===== src/rtl/fpflag_pkg.sv =====
package fpflag_pkg;
  localparam int WORD_W = 64;
  localparam int EXP_W = 11;
  localparam int FRAC_W = 52;
  localparam int CODE_W = 5;
  localparam int STAT_W = 32;
  localparam int CODE_LSB = 12;

  typedef enum logic [1:0] {
    CLS_ZERO = 2'b00,
    CLS_FINITE = 2'b01,
    CLS_INF = 2'b10,
    CLS_NAN = 2'b11
  } resClass_e;

  // strobes from control to datapath
  typedef struct packed {
    logic signNext;   // corrected sign to register
    logic forceNan;   // substitute default NaN
    logic writeFlags; // status write in this cycle
  } ctrlStrobe_t;
endpackage


===== src/rtl/fpflag_ctrl.sv =====
module fpflag_ctrl
  import fpflag_pkg::*;
(
  input  logic        clk,
  input  logic        rst,
  input  logic        rawSign,
  input  logic [1:0]  resClass,
  input  logic        isSubtract,
  input  logic        negateRes,
  input  logic [1:0]  rndMode,
  input  logic        defNan,
  input  logic        updEn,
  output ctrlStrobe_t strobe
);
  logic effNan;
  logic zeroSign;
  logic signFixed;
  logic updQ;

  always_comb begin
    effNan = defNan || (resClass == CLS_NAN);
    zeroSign = rndMode[1] & rndMode[0];
    signFixed = defNan ? 1'b0 : rawSign;
    if (!defNan && isSubtract && resClass == CLS_ZERO) signFixed = zeroSign;
    if (negateRes && !effNan) signFixed = ~signFixed;
  end

  always_ff @(posedge clk) begin
    if (rst) updQ <= 1'b0;
    else     updQ <= updEn;
  end

  assign strobe.signNext = signFixed;
  assign strobe.forceNan = defNan;
  assign strobe.writeFlags = updQ;
endmodule


===== src/rtl/fpflag_classify.sv =====
module fpflag_classify
  import fpflag_pkg::*;
#(
  parameter int EW = EXP_W,
  parameter int FW = FRAC_W,
  parameter logic [EXP_W-1:0] SP_NORM_MIN = 11'h380
) (
  input  logic [EW+FW:0] word,
  input  logic           isSingle,
  output logic [CODE_W-1:0] code
);
  localparam logic [EW-1:0] EXP_MAX = '1;
  logic [EW-1:0] expField;
  logic [FW-1:0] fracField;
  logic sgn;
  logic [EW-1:0] normLimit;

  always_comb begin
    sgn = word[EW+FW];
    expField = word[EW+FW-1:FW];
    fracField = word[FW-1:0];
    normLimit = isSingle ? SP_NORM_MIN : '0;
    if (expField == EXP_MAX) begin
      if (fracField != '0) code = 5'h11;
      else code = sgn ? 5'h09 : 5'h05;
    end else if (expField > normLimit) begin
      code = sgn ? 5'h08 : 5'h04;
    end else if (expField != '0 || fracField != '0) begin
      code = sgn ? 5'h18 : 5'h14;
    end else begin
      code = sgn ? 5'h12 : 5'h02;
    end
  end
endmodule


===== src/rtl/fpflag_dp.sv =====
module fpflag_dp
  import fpflag_pkg::*;
#(
  parameter int W = WORD_W,
  parameter int SW = STAT_W,
  parameter int CLSB = CODE_LSB
) (
  input  logic        clk,
  input  logic        rst,
  input  logic [W-1:0] resWord,
  input  logic        isSingle,
  input  ctrlStrobe_t strobe,
  output logic [W-1:0] packedRes,
  output logic [SW-1:0] statusReg
);
  localparam int CMSB = CLSB + CODE_W - 1;
  localparam logic [W-1:0] DEF_NAN = {1'b0, {EXP_W{1'b1}}, 1'b1, {(FRAC_W-1){1'b0}}};

  logic          signQ;
  logic [W-2:0]  magQ;
  logic          singleQ;
  logic          nanQ;
  logic [CODE_W-1:0] codeNow;

  always_ff @(posedge clk) begin
    if (rst) begin
      signQ <= 1'b0;
      magQ <= '0;
      singleQ <= 1'b0;
      nanQ <= 1'b0;
    end else begin
      signQ <= strobe.signNext;
      magQ <= resWord[W-2:0];
      singleQ <= isSingle;
      nanQ <= strobe.forceNan;
    end
  end

  assign packedRes = nanQ ? DEF_NAN : {signQ, magQ};

  fpflag_classify u_cls (
    .word(packedRes),
    .isSingle(singleQ),
    .code(codeNow)
  );

  always_ff @(posedge clk) begin
    if (rst) statusReg <= '0;
    else if (strobe.writeFlags) statusReg[CMSB:CLSB] <= codeNow;
  end
endmodule


===== src/rtl/fp_result_flagger.sv =====
module fp_result_flagger
  import fpflag_pkg::*;
(
  input  logic        clk,
  input  logic        rst,
  input  logic        rawSign,
  input  logic [1:0]  resClass,
  input  logic [63:0] resWord,
  input  logic        isSingle,
  input  logic        isSubtract,
  input  logic        negateRes,
  input  logic [1:0]  rndMode,
  input  logic        defNan,
  input  logic        updEn,
  output logic [63:0] packedRes,
  output logic [31:0] statusReg
);
  ctrlStrobe_t strobe;

  fpflag_ctrl u_ctrl (
    .clk(clk), .rst(rst), .rawSign(rawSign), .resClass(resClass),
    .isSubtract(isSubtract), .negateRes(negateRes), .rndMode(rndMode),
    .defNan(defNan), .updEn(updEn), .strobe(strobe)
  );

  fpflag_dp u_dp (
    .clk(clk), .rst(rst), .resWord(resWord), .isSingle(isSingle),
    .strobe(strobe), .packedRes(packedRes), .statusReg(statusReg)
  );
endmodule


===== config.mk =====
export PLATFORM = sky130hd
export DESIGN_NAME = fp_result_flagger
export DESIGN_NICKNAME = d
export VERILOG_FILES = /design/src/rtl/fpflag_pkg.sv /design/src/rtl/fpflag_ctrl.sv /design/src/rtl/fpflag_classify.sv /design/src/rtl/fpflag_dp.sv /design/src/rtl/fp_result_flagger.sv
export SDC_FILE = /design/constraint.sdc
export NUM_CORES = 1
export LEC_CHECK = 0
export ABC_AREA = 1
export BUFFER_PORTS_ARGS = -buffer_cell sky130_fd_sc_hd__buf_4
export CAP_MARGIN = 20
export CORE_ASPECT_RATIO = 1.75
export CORE_UTILIZATION = 49
export DETAILED_ROUTE_END_ITERATION = 10
export PLACE_DENSITY = 0.85
export REMOVE_ABC_BUFFERS = 1
export SLEW_MARGIN = 20
export SYNTH_ARGS = -nofsm -noshare
export SYNTH_HDL_FRONTEND = slang
export SYNTH_HIERARCHICAL = 1
export SYNTH_SLANG_ARGS = --single-unit

===== constraint.sdc =====
create_clock -name clk -period 3.17 [get_ports clk]
set_clock_uncertainty 0.15 [all_clocks]
set_input_delay 0.4755 -clock clk [delete_from_list [all_inputs] [get_ports clk]]
set_output_delay 0.4755 -clock clk [all_outputs]
set_load 0.02 [all_outputs]

== Word level (Yosys, flattened, before mapping) ==
Cells that the tools add are included.
Widths: inputs -> output; s select.
Operators by class
  magnitude comparators: 1
  equal/unequal tests: 2
  mux-type cells: 13
  bitwise gates (word level): 2
  reductions and logical operators: 10
Operator list (count)
  $mux 64: 1
  $reduce_bool 52->1: 1
  $mux 5: 5
  $mux 4: 3
  $eq 11x11->1 const B: 1
  $gt 11x11->1: 1
  $reduce_bool 11->1: 1
  $mux 10: 1
  $logic_and 1x1->1: 3
  $mux 1: 3
  $eq 2x2->1 const B: 1
  $logic_not 1->1: 2
  $logic_not 2->1: 1
  $logic_or 1x1->1: 2
  $and 1x1->1: 1
  $not 1->1: 1
Word-level totals
  register bits: 72
  input port bits: 76
  output and inout port bits: 96

== Longest topological paths before layout ==
Gate-level depths: netlist (run 1).
  depth after elaboration: 6
  gate-level depth with buffers: 17
  gate-level depth less buffers: 16

== By module ==
Netlist (run 1), hierarchy kept.
By module, submodules not included
  fpflag_dp: times used 1, cells an instance 388, area an instance 2795.2 µm²
  fpflag_classify: times used 1, cells an instance 92, area an instance 440.4 µm²
  fpflag_ctrl: times used 1, cells an instance 25, area an instance 132.6 µm²

== Worst setup path after synthesis (run 1) ==
Ideal clock, no wire load.
  path type: reg-to-reg
  start: reg u_dp.nanQ
  end: reg u_dp.statusReg[14]
  library setup time: 0.113 ns
  arrival time: 1.869 ns
  data required time: 2.907 ns
  path slack: 1.038 ns
  stages on the path, launching flop included: 17
  period minus slack after synthesis: 2.132 ns
  path through: dfxtp_1 > buf_6 > buf_6 > or2_1 > ha_1 > inv_1 > nor2_1 > o21ai_0 > nand2_1 > nand2_1 > inv_2 > nor2_2 > nor2_1 > inv_1 > nand2_1 > nand2_1 > nor2_1
On the way
  word-level cells in the longest chain between the ends: 6
RTL lines
  start, declared: RTL line fpflag_dp.sv:22  | logic nanQ;
  start signal, assigned: RTL line fpflag_dp.sv:35  | nanQ <= strobe.forceNan;
  $mux 64 (*): RTL line fpflag_dp.sv:39  | assign packedRes = nanQ ? DEF_NAN : {signQ, magQ};
  named net packedRes[60]: RTL line fp_result_flagger.sv:15  | output logic [63:0] packedRes,
  branches (longest 4 deep; another with $gt 11x11->1)
  $mux 5 (*): RTL line fpflag_classify.sv:23  | if (expField == EXP_MAX) begin
  named net u_dp.codeNow[2]: RTL line fpflag_dp.sv:23  | logic [CODE_W-1:0] codeNow;
  end signal, assigned by index: RTL line fpflag_dp.sv:49  | else if (strobe.writeFlags) statusReg[CMSB:CLSB] <= codeNow;
  end, declared: RTL line fpflag_dp.sv:14  | output logic [SW-1:0] statusReg
Mark *: on every way through the listed nets, which the timed path passes.
A chain may end at the register's enable or synchronous reset.

== Final worst setup path (run 1) ==
  start: reg u_dp.nanQ
  end: reg u_dp.statusReg[14]
On the way
  word-level cells in the longest chain between the ends: 6
RTL lines (RTL line)
  $mux 64 (*): fpflag_dp.sv:39
  branches (longest 4 deep; another with $gt 11x11->1)
  $mux 5 (*): fpflag_classify.sv:23
  named net u_dp.codeNow[2]: fpflag_dp.sv:23
Marked as above.

==> flow_summary.toml, run 1 <==
[logic_synthesis]
synthTopCellsByCount = "nor2_1, inv_1, dfxtp_1"
yosys.area_share.xor_xnor = 0
synth_cell_types = 23
synthMuxAreaShare = 0
synth_edf_count = 0
yosysTopAreaCellShare = 0.428
synth_compound_area_frac = 0.00149
yosysWarnings = 6
async_flop_share = 0
ys.flop_type = "dfxtp_1"
synth_area_leaders = "dfxtp_1, nor2_1, inv_1, buf_4, nand2_1"
synth_top_family_by_area = "simple AND/OR/NAND/NOR gates"
yosysMostFrequentCell = "nor2_1"
ys_seq_area_frac = 0.428
synth_area_per_cell_sq_um = 6.67
synth_top_area_cell = "dfxtp_1"
netlist_area_sq_um = 3370
syn_inst = 505
ys_ff_latch = 72
synth_fa_ha_area_frac = 0.0111
synthSimpleGateAreaFrac = 0.305

[global_routing]
grt_max_degree = 69
grt_pass1_wl_microns = 12200
grt_pass1_vias = 2931
overflow = 0
track_usage = 0.221
antenna_found_initial = 0

[clock_network]
cts_max_level = 3
path_clk_slew_ns = 0.06
tritoncts = "yes"
holdBufCountCts = 0
cts_max_path_buffers = 2
clk_latency_ns = 0.33
root_buffer = "clkbuf_16"
cts.sink_count = 72
cts_resized = 0
cts_made_buffers = 9
cts_setup_buffers = 0

[drt]
wl_per_cell_microns = 10.3
ant_nets = 0
vias = 3130
viasPerCell = 4.29
wirelength_microns = 7500
drtIter0Drc = 106
drc = 0
drtPass1Iterations = 6

[finish]
area_growth_pct = 38.4
nNetsFinal = 722
final_cells = 730
fin_area_sq_um = 4660
diodes = 0
drive_gt1_frac = 0.279

[floorplan]
dieHeight_microns = 112
die_area_sq_um = 7220
die-width_microns = 64.7
initial_utilization = 0.511
rows = 39
io_pins = 172
placeableCoreArea_sq_um = 6590

[setup_path]
rrSetupSlack_ns = 0.82
r2r_cells = 14
cp_max_fo = 28
r2r-start = "u_dp/nanQ"
path_class = "reg2reg"
cp.arrival_ns = 2.42
cp.required_ns = 3.24
crit_path_start_kind = "flip-flop"
r2r_end = "u_dp/statusReg[14]"
end_kind = "flip-flop"

[job]
cap_violations = 0

[worst_hold_path]
hold_path_class = "in2reg"
hold_depth = 3
hold_start = "resWord[10]"
hold_end = "u_dp/magQ[10]"

[sta]
rsz0062_at_grt = "false"
fmax_ghz = 0.426
finalCritPeriodShare = 0.740
worst_slack_ns = 0.824
setup_viol = 0
finalHoldViolCount = 0
min_period_ns = 2.35
slew_headroom = 0.565
tns_ns = 0
slew_violations = 0
worst_slew_pin_slew_ns = 0.652

[power]
total_power_uw = 2490
p_sw_frac = 0.251
p_per_area_nw_per_um2 = 534
p_leak_uw = 0.00274
vdd_ir_drop_max_mv = 0.433
power_switching_uw = 624
seqPwrFrac = 0.391
cellInternalPower_uw = 1870
p_comb_frac = 0.173
p_clk_frac = 0.436

[placement]
place_congestion = 0.836
hpwl_microns = 5740
place_inst = 714
place_area_sq_um = 4330
io_buffers = 143
preCtsSetupSlack_ns = 0.902

[status]
outcome = "completed"
flip-flops by register name (all words and copies together) (netlist names):
signal / flops
u_dp/magQ: 63
u_dp/statusReg: 5
u_ctrl/updQ: 1
u_dp/nanQ: 1
u_dp/signQ: 1
u_dp/singleQ: 1
metrics by stage:
| step | hold WS (ns) | util |
|---|---|---|
| after global routing | 0.198 | 0.708 |
| after CTS | 0.192 | 0.708 |
| after global placement | 0.312 | 0.658 |
| after floorplan | 0.394 | - |
| final | 0.200 | 0.708 |
| after detailed placement | 0.314 | 0.658 |
power by group through the flow:
stage / clock network (uW) / registers [uW] / logic (uW)
2_1_floorplan: 0 / 997 / 229
4_1_cts: 1110 / 975 / 434
3_3_place_gp: 0 / 991 / 420
5_1_grt: 1150 / 980 / 476
3_5_place_dp: 0 / 994 / 431
6_report: 1090 / 974 / 432
cell type report:
cell class,instances,area [sq um]
fill,573,1920
sequential,72,1440
multi-input combinational,276,1170
timing repair buffer,146,1100
inverter,138,518
clock buffer,11,253
tap,82,103
clock inverter,5,78.8
how the worst max path moves through the flow:
stage	from	endpoint	depth (start not counted)
final	u_dp/nanQ	u_dp/statusReg[14]	14
after global routing	u_dp/nanQ	u_dp/statusReg[15]	15
after floorplan	u_dp/nanQ	u_dp/statusReg[14]	14
after CTS	u_dp/nanQ	u_dp/statusReg[14]	14
after detailed placement	u_dp/nanQ	u_dp/statusReg[14]	14
after global placement	u_dp/nanQ	u_dp/statusReg[15]	14
cell families after synthesis:
family / count (synthesis)
buf+inv: 183
simple gates: 245
other cells: 1
fa+ha+maj: 3
compound gates: 1
flops: 72
layer usage:
metal / share of wire / global-route usage
met1: 0.34 / 0.206
met2: 0.57 / 0.413
met3: 0.054 / 0.0553
met4: 0.037 / 0.136
met5: 0 / 0
worst max-delay path, stage by stage, from the launching register on:
cell and delay, ns:
dfxtp_2 0.61, buf_4 0.25, nor2_1 0.08, nor2_1 0.13, nand2_1 0.09, nor2_1 0.15, nand2_1 0.14, nor2_4 0.12
nand3_1 0.11, nor2_2 0.14, nor2_1 0.05, inv_1 0.05, nand2_1 0.05, nand2_1 0.07, nor2_1 0.04
layout by cell type (no fill, tap or decap):
cell and n:
dfxtp_1 71, nand4_1 4, bufinv_16 2, ha_1 3
o21ai_0 1, clkinv_4 1, or2_2 4, or2_1 8
nor2_4 2, inv_1 136, clkbuf_8 2, nand2_2 3
and2_4 1, inv_2 2, buf_4 146, nor3_1 1
nor3_4 1, nor2_1 170, dfxtp_2 1, nand3_1 9
nor3_2 1, clkinv_2 2, conb_1 27, clkbuf_16 9
nor2_2 4, nand2_1 37
(Power assumes the default switching activity.)
==> run 2, diff against run 1 <==
--- a/config.mk
+++ b/config.mk
@@ -5,13 +5,13 @@
 export SDC_FILE = /design/constraint.sdc
 export NUM_CORES = 1
 export LEC_CHECK = 0
-export ABC_AREA = 1
+export ABC_AREA = 0
 export BUFFER_PORTS_ARGS = -buffer_cell sky130_fd_sc_hd__buf_4
 export CAP_MARGIN = 20
 export CORE_ASPECT_RATIO = 1.75
-export CORE_UTILIZATION = 49
+export CORE_UTILIZATION = 40
 export DETAILED_ROUTE_END_ITERATION = 10
-export PLACE_DENSITY = 0.85
+export PLACE_DENSITY = 0.77
 export REMOVE_ABC_BUFFERS = 1
 export SLEW_MARGIN = 20
 export SYNTH_ARGS = -nofsm -noshare
==> constraint.sdc (replaced) <==
create_clock -name clk -period 1.9 [get_ports clk]
set_clock_uncertainty 0.15 [all_clocks]
set_input_delay 0.285 -clock clk [delete_from_list [all_inputs] [get_ports clk]]
set_output_delay 0.285 -clock clk [all_outputs]
set_load 0.02 [all_outputs]
==> flow_summary.toml, run 2 <==
[placement]
io_buffers = 143
place_area_sq_um = 4570
place_congestion = 0.792
hpwl_microns = 6570
preCtsSetupSlack_ns = -0.692

[power]
seqPwrFrac = 0.414
p_leak_uw = 0.00250
p_comb_frac = 0.225
p_clk_frac = 0.361
vdd_ir_drop_max_mv = 0.702
p_per_area_nw_per_um2 = 768
total_power_uw = 3900
power_switching_uw = 980
cellInternalPower_uw = 2920
p_sw_frac = 0.252

[logic_synthesis]
synthSimpleGateAreaFrac = 0.354
synth_edf_count = 0
yosysTopAreaCellShare = 0.475
ys_ff_latch = 72
ys.flop_type = "dfxtp_1"
synth_top_area_cell = "dfxtp_1"
syn_inst = 313
yosys.area_share.xor_xnor = 0.00289
synthTopCellsByCount = "nor2b_1, dfxtp_1, buf_4"
synthMuxAreaShare = 0.0231
synth_fa_ha_area_frac = 0.0124
synth_top_family_by_area = "simple AND/OR/NAND/NOR gates"
synth_cell_types = 37
ys_seq_area_frac = 0.475
yosysWarnings = 6
async_flop_share = 0
netlist_area_sq_um = 3030
yosysMostFrequentCell = "nor2b_1"
synth_area_per_cell_sq_um = 9.69
synth_compound_area_frac = 0.0256
synth_area_leaders = "dfxtp_1, nor2b_1, buf_4, nor4_1, buf_2"

[setup_path]
path_class = "reg2reg"
crit_path_start_kind = "flip-flop"
end_kind = "flip-flop"
cp.arrival_ns = 2.48
r2r_cells = 8
cp.required_ns = 1.95
cp_max_fo = 16

[finish]
layout_common_cells = "buf_4, nor2b_1, dfxtp_1"
drive_gt1_frac = 0.516
top_regs = "u_dp/magQ: 63 flops, u_dp/statusReg: 5 flops"
fin_area_sq_um = 5080
final_common_cell = "buf_4"
largest_reg_flops = 63
fill_cells = 553
area_growth_pct = 67.4
nNetsFinal = 604
largest-register = "u_dp/magQ"
diodes = 0

[global_routing]
grt_pass1_wl_microns = 12300
grt_pass1_vias = 2700
track_usage = 0.220
antenna_found_initial = 0
grt_max_degree = 42
overflow = 0

[floorplan]
dieHeight_microns = 117
rows = 41
initial_utilization = 0.416
placeableCoreArea_sq_um = 7280
io_pins = 172
die_area_sq_um = 7940
die-width_microns = 67.8

[drt]
drtIter0Drc = 90
ant_nets = 0
wirelength_microns = 8540
drtPass1Iterations = 4
viasPerCell = 4.61
drc = 0
vias = 2824
wl_per_cell_microns = 13.9

[sta]
worst_slack_ns = -0.527
slew_violations = 0
finalCritPeriodShare = 1.28
min_period_ns = 2.43
whs_ns = 0.0161
rsz0062_at_grt = "true"
setup_viol = 10
finalHoldViolCount = 0
fmax_ghz = 0.412

[clock_network]
cts.sink_count = 72
root_buffer = "clkbuf_16"
cts_made_buffers = 9
clk_latency_ns = 0.33
cts_max_path_buffers = 2
cts_max_level = 3
path_clk_slew_ns = 0.05
tritoncts = "yes"

[job]
cap_violations = 0

[worst_hold_path]
hold_depth = 2
hold_path_class = "in2reg"

[status]
outcome = "finished, violations left"
violations = "setup timing"
run 2: cell types whose count changed in the layout (fill, tap and decap cells not counted), moves of 29 or more:
cell	previous run	this run
buf_4	146	190
buf_6	0	29
inv_1	136	2
nand2_1	37	1
nor2_1	170	5
nor2b_1	0	97
run 2: final timing paths:
| kind | slack, ns | endpoint | start |
|---|---|---|---|
| max | -0.53 | u_dp/statusReg[16] | u_dp/nanQ |
| min | 0.02 | u_dp/magQ[58] | resWord[58] |
| max reg2reg | -0.53 | u_dp/statusReg[16] | u_dp/nanQ |
| min reg2reg | 0.35 | u_dp/statusReg[12] | u_dp/statusReg[12] |
run 2: stage by stage:
step / utilization / setup TNS [ns] / instances
floorplan: - / -9.41 / 293
global placement: 0.628 / -2.27 / 595
detailed placement: 0.628 / -2.64 / 595
CTS: 0.678 / -1.80 / 611
global route: 0.697 / -3.20 / 613
finish: 0.697 / -2.35 / 613
run 2: metal layers:
layer / GRT usage / wire (microns) / share of wire / vias up
li1: - / - / - / 1384
met1: 0.183 / 2630 / 0.31 / 1290
met2: 0.415 / 4990 / 0.58 / 116
met3: 0.0804 / 517 / 0.061 / 34
met4: 0.136 / 402 / 0.047 / 0
met5: 0 / 0 / 0 / -
run 2: cell families after synthesis:
| logic type | after synthesis |
|---|---|
| adders and majority gates | 3 |
| muxes | 7 |
| AOI/OAI and AO/OA | 10 |
| and+or+nand+nor | 171 |
| other | 1 |
| xor gates and xnor gates | 1 |
| DFF | 72 |
| buffers and inverters | 48 |
run 2: cell type report:
| cell class | count | area [sq um] | area share |
|---|---|---|---|
| timing repair buffer | 221 | 1790 | 0.353 |
| multi-input combinational | 219 | 1480 | 0.292 |
| sequential | 72 | 1450 | 0.285 |
| clock buffer | 11 | 233 | 0.0458 |
| tap | 86 | 108 | 0.0212 |
| clock inverter | 2 | 10.0 | 0.00197 |
| inverter | 2 | 7.51 | 0.00148 |
run 2: repair_timing:
| action | in CTS | in global routing |
|---|---|---|
| pin swaps | 16 | 9 |
| endpoints found under the setup margin | 8 | 28 |
| setup buffers | 3 | 4 |
| resized for setup | 27 | 39 |
| hold buffers | 0 | 0 |
run 2: critical path, cell delays in order, from the launching register on:
cell,delay [ns]
dfxtp_4,0.38
buf_12,0.15
and2b_1,0.21
nor4_2,0.22
nand4_1,0.20
or4_4,0.60
o32a_2,0.19
mux2i_1,0.14
nor2_1,0.05
run 2: power groups by stage:
stage | Clock, uW | Sequential [uW] | Combinational, uW
floorplan | 0 | 1650 | 341
global placement | 0 | 1640 | 785
detailed placement | 0 | 1640 | 802
CTS | 1440 | 1610 | 840
global route | 1510 | 1620 | 939
finish | 1410 | 1610 | 876
==> run 3, diff against run 2 <==
==> constraint.sdc (replaced) <==
create_clock -name clk -period 2.18 [get_ports clk]
set_clock_uncertainty 0.15 [all_clocks]
set_input_delay 0.327 -clock clk [delete_from_list [all_inputs] [get_ports clk]]
set_output_delay 0.327 -clock clk [all_outputs]
set_load 0.02 [all_outputs]
==> flow_summary.toml, run 3 (synthesis results as in run 2) <==
[placement]
io_buffers = 143
place_congestion = 0.787
preCtsSetupSlack_ns = -0.385
place_area_sq_um = 4540
place_inst = 592
hpwl_microns = 6140

[drt]
wl_per_cell_microns = 13.7
drtIter0Drc = 111
drtPass1Iterations = 4
ant_nets = 0
drc = 0
viasPerCell = 4.55
wirelength_microns = 8380
vias = 2792

[sta]
worst_slack_ns = -0.290
min_period_ns = 2.47
tns_ns = -0.933
fmax_ghz = 0.405
finalHoldViolCount = 0
whs_ns = 0.0591
slew_headroom = 0.540
worst_slew_pin_slew_ns = 0.689
finalCritPeriodShare = 1.13
setup_viol = 4
slew_violations = 0
rsz0062_at_grt = "true"

[floorplan]
initial_utilization = 0.416
die-width_microns = 67.8
rows = 41
placeableCoreArea_sq_um = 7280
die_area_sq_um = 7940
io_pins = 172
dieHeight_microns = 117

[setup_path]
crit_path_start_kind = "flip-flop"
cp.arrival_ns = 2.51
cp_max_fo = 11
crit_family = "simple AND/OR/NAND/NOR gates"
end_kind = "flip-flop"
critPathSlowestCell = "or4_4"
slowest_delay_ns = 0.60
worstPathCellList = "buf_16 > nor2b_1 > nor4_2 > nand4_1 > or4_4 > o32a_2 > mux2i_1 > nor2_1"
cp.required_ns = 2.22
setup.worst_path.start = "u_dp/nanQ"
r2r-start = "u_dp/nanQ"
cp.buffers_inverters = 1
path_class = "reg2reg"

[power]
seqPwrFrac = 0.407
vdd_ir_drop_max_mv = 0.625
p_comb_frac = 0.218
cellInternalPower_uw = 2610
p_leak_uw = 0.00246
p_per_area_nw_per_um2 = 687
p_clk_frac = 0.375
p_sw_frac = 0.246
power_switching_uw = 850

[global_routing]
antenna_found_initial = 0
grt_pass1_wl_microns = 12000
grt_max_degree = 73
met2_usage = 0.413
track_usage = 0.214
grt_pass1_vias = 2737
gr-max-usage-layer = "met2"
met1_usage = 0.176
overflow = 0
grt.met3_usage = 0.0610

[finish]
largest-register = "u_dp/magQ"
nNetsFinal = 602
diodes = 0
fin_area_sq_um = 5040
final_cells = 613
final_common_cell = "buf_4"
layout_common_cells = "buf_4, nor2b_1, dfxtp_1"
area_growth_pct = 66.1
drive_gt1_frac = 0.482
largest_reg_flops = 63
top_regs = "u_dp/magQ: 63 flops, u_dp/statusReg: 5 flops"

[status]
violations = "setup timing"
outcome = "finished, violations left"

[clock_network]
cts_max_level = 3
root_buffer = "clkbuf_16"
path_clk_slew_ns = 0.05
clk_latency_ns = 0.33
cts_made_buffers = 9
tritoncts = "yes"
cts_max_path_buffers = 2
cts.sink_count = 72
holdBufCountCts = 0

[worst_hold_path]
hold_start = "resWord[32]"
hold_path_class = "in2reg"

[job]
cap_violations = 0
run 3: changes by cell type in the layout (fill, tap and decap cells not counted), moves of 3 or more:
| cell | before | now |
|---|---|---|
| buf_4 | 190 | 213 |
| buf_6 | 29 | 2 |
| ha_1 | 3 | 0 |
| ha_4 | 0 | 3 |
| nor2b_1 | 97 | 114 |
| nor2b_2 | 18 | 1 |
| nor4_1 | 10 | 6 |
| nor4_2 | 5 | 8 |
| or2_1 | 4 | 11 |
| or2_4 | 8 | 1 |
run 3: power by group through the flow:
stage	sequential, uW	clock, uW	combinational [uW]
finish	1410	1300	753
global route	1410	1370	806
CTS	1410	1320	719
detailed placement	1430	0	690
global placement	1430	0	676
floorplan	1440	0	297
run 3: layer usage:
layer / part of all wire / routed length, microns
met1: 0.32 / 2680
met2: 0.58 / 4890
met3: 0.055 / 461
met4: 0.041 / 345
met5: 0 / 0
run 3: worst paths after layout:
| kind | to | slack [ns] | cells past startpoint |
|---|---|---|---|
| setup / recovery | u_dp/statusReg[16] | -0.29 | 8 |
| hold / removal | u_dp/magQ[32] | 0.06 | 2 |
| setup reg to reg | u_dp/statusReg[16] | -0.29 | 8 |
| hold reg to reg | u_dp/statusReg[13] | 0.35 | 2 |
run 3: area by class of cell:
cell class | instances | area (sq um)
inverter | 2 | 7.51
tap | 86 | 108
fill | 548 | 2250
timing repair buffer | 219 | 1710
clock buffer | 15 | 268
multi-input combinational | 219 | 1500
sequential | 72 | 1450
run 3: repair_timing:
item / in CTS / in global routing
buffers inserted: 0 / 4
pin swaps: 5 / 4
gates cloned: 1 / 1
endpoints found under the setup margin: 4 / 5
gates resized for setup: 15 / 12
run 3: through the flow:
stage	power (uW)	utilization
2_1_floorplan	1730	-
3_3_place_gp	2110	0.623
3_5_place_dp	2120	0.623
4_1_cts	3450	0.675
5_1_grt	3590	0.691
6_report	3460	0.691
run 3: worst reg2reg max path, delay by kind of cell, from the launching register on:
kind / cells / cell delay, ns
flops: 1 / 0.42
simple gates: 5 / 1.27
mux: 1 / 0.15
buf+inv: 1 / 0.15
compound gates: 1 / 0.20
